===== src/rtl/strop_pkg.sv =====
package strop_pkg;

   typedef enum logic [2:0] {
      OP_MOVE  = 3'd0,
      OP_CMP   = 3'd1,
      OP_SCAN  = 3'd2,
      OP_LOAD  = 3'd3,
      OP_STORE = 3'd4
   } strop_op_e;

   typedef enum logic [1:0] {
      RP_NONE     = 2'd0,
      RP_ALL      = 2'd1,
      RP_WHILE_EQ = 2'd2,
      RP_WHILE_NE = 2'd3
   } strop_rep_e;

   typedef enum logic [1:0] {
      ST_IDLE,
      ST_SRC,
      ST_DST,
      ST_FIN
   } strop_state_e;

   // operations that fetch a source element
   function automatic logic reads_src(strop_op_e o);
      return (o == OP_MOVE) || (o == OP_CMP) || (o == OP_LOAD);
   endfunction

   // operations that touch the destination element
   function automatic logic uses_dst(strop_op_e o);
      return (o != OP_LOAD);
   endfunction

   function automatic logic writes_dst(strop_op_e o);
      return (o == OP_MOVE) || (o == OP_STORE);
   endfunction

   function automatic logic sets_flags(strop_op_e o);
      return (o == OP_CMP) || (o == OP_SCAN);
   endfunction

endpackage


===== src/rtl/strop_agu.sv =====
module strop_agu #(
   parameter int IDX_W     = 16,
   parameter int SEG_W     = 16,
   parameter int SEG_SHIFT = 4,
   parameter int ADDR_W    = 20,
   parameter int OFF_W     = 1
) (
   input  logic [SEG_W-1:0]  seg,
   input  logic [IDX_W-1:0]  idx,
   input  logic [OFF_W-1:0]  off,
   output logic [ADDR_W-1:0] addr
);
   localparam int BASE_W = SEG_W + SEG_SHIFT;

   logic [IDX_W-1:0]  eff;
   logic [BASE_W-1:0] base;

   // byte offset inside the element wraps within the index width
   assign eff  = idx + IDX_W'(off);
   assign base = {seg, {SEG_SHIFT{1'b0}}};
   assign addr = ADDR_W'(base) + ADDR_W'(eff);
endmodule


===== src/rtl/strop_step.sv =====
module strop_step #(
   parameter int IDX_W      = 16,
   parameter int WORD_BYTES = 2
) (
   input  logic [IDX_W-1:0] idx,
   input  logic             dir,
   input  logic             word,
   input  logic             en,
   output logic [IDX_W-1:0] nxt
);
   logic [IDX_W-1:0] step;

   assign step = word ? IDX_W'(WORD_BYTES) : IDX_W'(1);

   always_comb begin
      if (!en)
         nxt = idx;
      else if (dir)
         nxt = idx - step;
      else
         nxt = idx + step;
   end
endmodule


===== src/rtl/strop_cmp.sv =====
module strop_cmp #(
   parameter int BYTE_W     = 8,
   parameter int WORD_BYTES = 2,
   localparam int ACC_W     = BYTE_W * WORD_BYTES
) (
   input  logic [ACC_W-1:0] a,
   input  logic [ACC_W-1:0] b,
   input  logic             word,
   output logic             cf,
   output logic             zf,
   output logic             sf
);
   logic [ACC_W-1:0] am, bm;
   logic             below;

   // byte elements compare only their low byte
   assign am    = word ? a : {{(ACC_W-BYTE_W){1'b0}}, a[BYTE_W-1:0]};
   assign bm    = word ? b : {{(ACC_W-BYTE_W){1'b0}}, b[BYTE_W-1:0]};
   assign below = (am < bm);
   assign zf    = (am == bm);
   assign cf    = below;
   assign sf    = below;
endmodule


===== src/rtl/strop_engine.sv =====
module strop_engine
   import strop_pkg::*;
#(
   parameter int BYTE_W     = 8,
   parameter int WORD_BYTES = 2,
   parameter int IDX_W      = 16,
   parameter int SEG_W      = 16,
   parameter int SEG_SHIFT  = 4,
   parameter int ADDR_W     = 20,
   localparam int ACC_W     = BYTE_W * WORD_BYTES
) (
   input  logic              clk,
   input  logic              rst_n,
   input  logic              start,
   input  logic [2:0]        op_sel,
   input  logic              word_sel,
   input  logic [1:0]        rep_sel,
   input  logic              dir_flag,
   input  logic [SEG_W-1:0]  ds_seg,
   input  logic [SEG_W-1:0]  es_seg,
   input  logic [IDX_W-1:0]  si_init,
   input  logic [IDX_W-1:0]  di_init,
   input  logic [IDX_W-1:0]  cx_init,
   input  logic [ACC_W-1:0]  acc_init,
   output logic [ADDR_W-1:0] mem_addr,
   output logic              mem_we,
   output logic [BYTE_W-1:0] mem_wdata,
   input  logic [BYTE_W-1:0] mem_rdata,
   output logic [IDX_W-1:0]  si_out,
   output logic [IDX_W-1:0]  di_out,
   output logic [IDX_W-1:0]  cx_out,
   output logic [ACC_W-1:0]  acc_out,
   output logic              cf,
   output logic              zf,
   output logic              sf,
   output logic              busy,
   output logic              done
);
   localparam int KW = (WORD_BYTES > 1) ? $clog2(WORD_BYTES) : 1;
   localparam int NPTR = 2;   // 0 = source side, 1 = destination side

   if (WORD_BYTES < 2) begin : g_bad_word
      $error("strop_engine: WORD_BYTES must be at least 2");
   end
   if (ADDR_W < IDX_W) begin : g_bad_addr
      $error("strop_engine: ADDR_W must not be narrower than IDX_W");
   end
   if (IDX_W < KW + 1) begin : g_bad_idx
      $error("strop_engine: IDX_W too narrow for the word step");
   end

   strop_state_e     state_q;
   strop_op_e        op_q;
   strop_rep_e       rep_q;
   logic             word_q, dir_q;
   logic [SEG_W-1:0] seg_q [NPTR];
   logic [IDX_W-1:0] idx_q [NPTR];
   logic [IDX_W-1:0] idx_nxt [NPTR];
   logic [ADDR_W-1:0] addr_w [NPTR];
   logic [NPTR-1:0]  step_en;
   logic [IDX_W-1:0] cx_q, cx_dec;
   logic [ACC_W-1:0] acc_q, sbuf_q, dbuf_q, cmp_a;
   logic [KW-1:0]    k_q, last_k;
   logic             cf_q, zf_q, sf_q, done_q;
   logic             cmp_cf, cmp_zf, cmp_sf, more;
   strop_op_e        op_in;

   assign op_in      = strop_op_e'(op_sel);
   assign last_k     = word_q ? KW'(WORD_BYTES - 1) : '0;
   assign step_en[0] = reads_src(op_q);
   assign step_en[1] = uses_dst(op_q);
   assign cx_dec     = cx_q - IDX_W'(1);

   for (genvar g = 0; g < NPTR; g++) begin : g_ptr
      strop_agu #(
         .IDX_W(IDX_W), .SEG_W(SEG_W), .SEG_SHIFT(SEG_SHIFT),
         .ADDR_W(ADDR_W), .OFF_W(KW)
      ) u_agu (
         .seg(seg_q[g]), .idx(idx_q[g]), .off(k_q), .addr(addr_w[g])
      );
      strop_step #(.IDX_W(IDX_W), .WORD_BYTES(WORD_BYTES)) u_step (
         .idx(idx_q[g]), .dir(dir_q), .word(word_q),
         .en(step_en[g]), .nxt(idx_nxt[g])
      );
   end

   assign cmp_a = (op_q == OP_SCAN) ? acc_q : sbuf_q;

   strop_cmp #(.BYTE_W(BYTE_W), .WORD_BYTES(WORD_BYTES)) u_cmp (
      .a(cmp_a), .b(dbuf_q), .word(word_q),
      .cf(cmp_cf), .zf(cmp_zf), .sf(cmp_sf)
   );

   // continue decision taken at the end of each element
   always_comb begin
      more = 1'b0;
      if (rep_q != RP_NONE && cx_dec != '0) begin
         more = 1'b1;
         if (sets_flags(op_q)) begin
            if (rep_q == RP_WHILE_EQ && !cmp_zf) more = 1'b0;
            if (rep_q == RP_WHILE_NE &&  cmp_zf) more = 1'b0;
         end
      end
   end

   assign mem_addr  = (state_q == ST_SRC) ? addr_w[0] : addr_w[1];
   assign mem_we    = (state_q == ST_DST) && writes_dst(op_q);
   assign mem_wdata = (op_q == OP_MOVE) ? sbuf_q[int'(k_q)*BYTE_W +: BYTE_W]
                                        : acc_q[int'(k_q)*BYTE_W +: BYTE_W];

   always_ff @(posedge clk or negedge rst_n) begin
      if (!rst_n) begin
         state_q  <= ST_IDLE;
         op_q     <= OP_MOVE;
         rep_q    <= RP_NONE;
         word_q   <= 1'b0;
         dir_q    <= 1'b0;
         seg_q[0] <= '0;
         seg_q[1] <= '0;
         idx_q[0] <= '0;
         idx_q[1] <= '0;
         cx_q     <= '0;
         acc_q    <= '0;
         sbuf_q   <= '0;
         dbuf_q   <= '0;
         k_q      <= '0;
         cf_q     <= 1'b0;
         zf_q     <= 1'b0;
         sf_q     <= 1'b0;
         done_q   <= 1'b0;
      end else begin
         done_q <= 1'b0;
         unique case (state_q)
            ST_IDLE: begin
               if (start) begin
                  op_q     <= op_in;
                  rep_q    <= strop_rep_e'(rep_sel);
                  word_q   <= word_sel;
                  dir_q    <= dir_flag;
                  seg_q[0] <= ds_seg;
                  seg_q[1] <= es_seg;
                  idx_q[0] <= si_init;
                  idx_q[1] <= di_init;
                  cx_q     <= cx_init;
                  acc_q    <= acc_init;
                  k_q      <= '0;
                  if (rep_sel != 2'(RP_NONE) && cx_init == '0)
                     done_q <= 1'b1;
                  else
                     state_q <= reads_src(op_in) ? ST_SRC : ST_DST;
               end
            end
            ST_SRC: begin
               sbuf_q[int'(k_q)*BYTE_W +: BYTE_W] <= mem_rdata;
               if (k_q == last_k) begin
                  k_q     <= '0;
                  state_q <= uses_dst(op_q) ? ST_DST : ST_FIN;
               end else begin
                  k_q <= k_q + KW'(1);
               end
            end
            ST_DST: begin
               if (!writes_dst(op_q))
                  dbuf_q[int'(k_q)*BYTE_W +: BYTE_W] <= mem_rdata;
               if (k_q == last_k) begin
                  k_q     <= '0;
                  state_q <= ST_FIN;
               end else begin
                  k_q <= k_q + KW'(1);
               end
            end
            ST_FIN: begin
               idx_q[0] <= idx_nxt[0];
               idx_q[1] <= idx_nxt[1];
               if (op_q == OP_LOAD) begin
                  if (word_q)
                     acc_q <= sbuf_q;
                  else
                     acc_q[BYTE_W-1:0] <= sbuf_q[BYTE_W-1:0];
               end
               if (sets_flags(op_q)) begin
                  cf_q <= cmp_cf;
                  zf_q <= cmp_zf;
                  sf_q <= cmp_sf;
               end
               if (rep_q != RP_NONE)
                  cx_q <= cx_dec;
               if (more) begin
                  state_q <= reads_src(op_q) ? ST_SRC : ST_DST;
               end else begin
                  state_q <= ST_IDLE;
                  done_q  <= 1'b1;
               end
            end
            default: state_q <= ST_IDLE;
         endcase
      end
   end

   assign si_out  = idx_q[0];
   assign di_out  = idx_q[1];
   assign cx_out  = cx_q;
   assign acc_out = acc_q;
   assign cf      = cf_q;
   assign zf      = zf_q;
   assign sf      = sf_q;
   assign busy    = (state_q != ST_IDLE);
   assign done    = done_q;
endmodule


===== config.mk =====
export PLATFORM = sky130hd
export DESIGN_NAME = strop_engine
export DESIGN_NICKNAME = d
export VERILOG_FILES = /design/src/rtl/strop_pkg.sv /design/src/rtl/strop_agu.sv /design/src/rtl/strop_step.sv /design/src/rtl/strop_cmp.sv /design/src/rtl/strop_engine.sv
export SDC_FILE = /design/constraint.sdc
export NUM_CORES = 1
export LEC_CHECK = 0
export BUFFER_PORTS_ARGS = -buffer_cell sky130_fd_sc_hd__buf_4
export CAP_MARGIN = 20
export CORE_AREA = 2 2 156 158
export CTS_CLUSTER_SIZE = 8
export DETAILED_ROUTE_END_ITERATION = 10
export DIE_AREA = 0 0 158 160
export GPL_ROUTABILITY_DRIVEN = 0
export PLACE_DENSITY = 0.77
export SLEW_MARGIN = 20
export SYNTH_ARGS = -nofsm -noshare
export SYNTH_HDL_FRONTEND = slang
export SYNTH_HIERARCHICAL = 1
export SYNTH_SLANG_ARGS = --single-unit

===== constraint.sdc =====
create_clock -name clk -period 4.2 [get_ports clk]
set_clock_uncertainty 0.2 [all_clocks]
set_input_delay 0.21 -clock clk [delete_from_list [all_inputs] [get_ports clk]]
set_output_delay 0.21 -clock clk [all_outputs]
set_load 0.05 [all_outputs]

==> flow_summary.yaml <==
run_status:
  status: "complete, no violations"
clock_tree:
  path_clk_slew_ns: 0.07
  root_buffer: "clkbuf_16"
  cts_tree: "built"
  cts.sinks: 142
  cts-buffers-inserted: 17
  clkLatencyLatePin_ns: 0.44
  clk_path_buf_depth: 2
  htree_levels: 4
finish:
  final_cell_mix: "buf_4, dfrtp_1, mux2_2, dlygate4sd3_1, nand2_1"
  fin_nets: 1764
  layout_commonest_cell: "buf_4"
  post-route-util_pct: 65.2
  drive_gt1_share_pct: 30.3
  final_cells: 1904
  syn_to_final_growth_pct: 33.5
synthesis:
  ys.flop_type: "dfrtp_1"
  yosys.area.top_type: "dfrtp_1"
  synth-edff-count: 0
  avgSynthCellArea_sq_um: 9.40
  syn-num-nets: 1438
  synth_seq_cells: 142
  synth_area_leaders: "dfrtp_1, mux2_2, ha_1"
  syn-cell-area_sq_mm: 0.0116
  synth_cell_types: 79
  ys_async_sr_fraction_pct: 100
  yosysSeqAreaShare_pct: 30.5
  yosys_warnings: 6
  syn_inst: 1237
  netlist.area_leader.share_pct: 30.5
routing:
  wl_per_cell_um: 18.6
  drt_iter0_drc: 899
  num_vias: 11200
  drtPass1Iterations: 7
  met1_length_mm: 15.0
  drcViolationCount: 0
  viasPerCell: 5.88
  antenna_left: 0
  totalWireLength_mm: 35.4
  wl_met2_mm: 16.9
  top_layer: "met4"
  wl_met3_mm: 2.45
grt:
  grt_use_total_pct: 27.8
  grt_first_pass_wirelength_mm: 55.9
  antenna_found_initial: 4
  grt_max_degree: 79
  overflow: 0
  grt_pass1_vias: 10900
floorplan:
  dieWidth_um: 158
  initial_utilization_pct: 48.8
  die_h_um: 160
  io_pins: 212
  fp.dieArea_sq_mm: 0.0253
  core_sq_mm: 0.0238
  row_count: 57
hold_path:
  hold_class: "input port to asynchronous set/reset pin"
timing:
  relSlewSlack_pct: 33.1
  clock.fmax_ghz: 0.245
  fin_setup_tns_ns: 0
  fin_crit_sh_pct: 97.1
  hold_viol_final: 0
  finalCriticalPeriod_ns: 4.08
  tightest_slew_ns: 1.00
  final-max-slew-violation-count: 0
  finalSetupViolCount: 0
critical_path:
  startpoint_type: "flip-flop"
  arrival_ns: 3.67
  crit_required_ns: 3.79
  path_max_fanout: 8
  critPathKind: "flip-flop to output pin"
  endpoint_kind: "output pin"
place:
  dp.cells: 1744
  hpwl_mm: 24.7
  port_buffers: 211
flow_run:
  cap_violations: 0
## area by class of cell
cell class / count / area (sq um)
antenna: 4 / 10.0
clock buffer: 17 / 425
clock inverter: 15 / 189
fill: 1867 / 8300
inverter: 57 / 214
multi-input combinational: 993 / 7790
sequential: 142 / 3560
tap: 324 / 405
timing repair buffer: 352 / 2930
## flip-flops by register name, indices dropped and copies added (netlist names)
name and flops:
acc_out 16, cf 1, cx_out 16, dbuf_q 16, di_out 16, dir_q 1
done 1, k_q 1, op_q 3, rep_q 2, sbuf_q 16, seg_q 32
sf 1, si_out 16, state_q 2, word_q 1, zf 1
## cells in the mapped netlist, types with 9 or more instances
master,number
nand3_1,43
o22ai_1,11
ha_1,83
nor3b_1,10
and3_1,16
xnor2_1,46
a21oi_1,79
a21o_1,14
o21ai_0,64
xor2_1,16
nor2_1,59
nor4_1,11
nand2_1,109
and2_1,12
mux2i_1,59
nor2b_1,9
o211ai_1,14
nand4_1,12
buf_1,12
inv_1,55
dfrtp_1,142
buf_2,9
clkbuf_1,21
o21a_1,13
mux2_2,120
nor3_1,22
or3_1,10
## stage by stage
| stage | worst slack, ns | instance area [sq um] | hold WS [ns] |
|---|---|---|---|
| floorplan | 0.0215 | 11600 | -0.286 |
| global placement | 0.444 | 13600 | 0.108 |
| detailed placement | 0.262 | 13600 | 0.120 |
| CTS | 0.0107 | 15300 | 0.214 |
| global route | -0.0687 | 15500 | 0.261 |
| finish | 0.123 | 15500 | 0.193 |
## final timing paths
check                               start      endpoint  slack [ns]  cells after the start
worst max-delay path            di_out[2]  mem_addr[18]        0.12                     13
max in group asynchronous           rst_n    cx_out[14]        2.63                      3
worst max register to register    op_q[2]    state_q[1]        0.29                     12
min in group clk                dbuf_q[8]     dbuf_q[8]        0.31                      1
worst min-delay path                rst_n    si_out[10]        0.19                      2
worst min register to register  dbuf_q[8]     dbuf_q[8]        0.31                      1
## per-layer routing
metal	global-route usage, %	up-vias
met2	45.0	418
met5	0	-
li1	-	5272
met1	35.9	5413
met3	6.38	83
met4	10.9	0
## critical path: stages, from the launching register on
cell and delay [ns]:
dfrtp_2 0.45, and3_1 0.21, nand3_1 0.20, nor3_4 0.23, nand3_1 0.13, xnor2_1 0.17, ha_1 0.36, a21oi_1 0.19
o21ai_1 0.12, a221o_1 0.39, a21oi_2 0.22, o311ai_2 0.10, mux2_2 0.28, buf_4 0.19
## kinds of logic after synthesis
group | count (synthesis) | synth area share [%]
xor gates and xnor gates | 62 | 4.67
and+or+nand+nor | 354 | 15.6
muxes | 189 | 18.5
AOI/OAI and AO/OA | 301 | 17.5
DFF | 142 | 30.5
adders and majority gates | 87 | 9.62
buffers and inverters | 102 | 3.55
## timing repair
item	CTS	global route
setup buffers	0	11
gates resized for setup	1	32
hold endpoints to repair	213	0
cloned	0	0
hold buffers	113	0
endpoints found under the setup margin	1	8
pin swaps	0	8
Power is left out: the tool's default activity adds up to more than one toggle a clock period on the data nets, which glitch-free logic cannot reach.
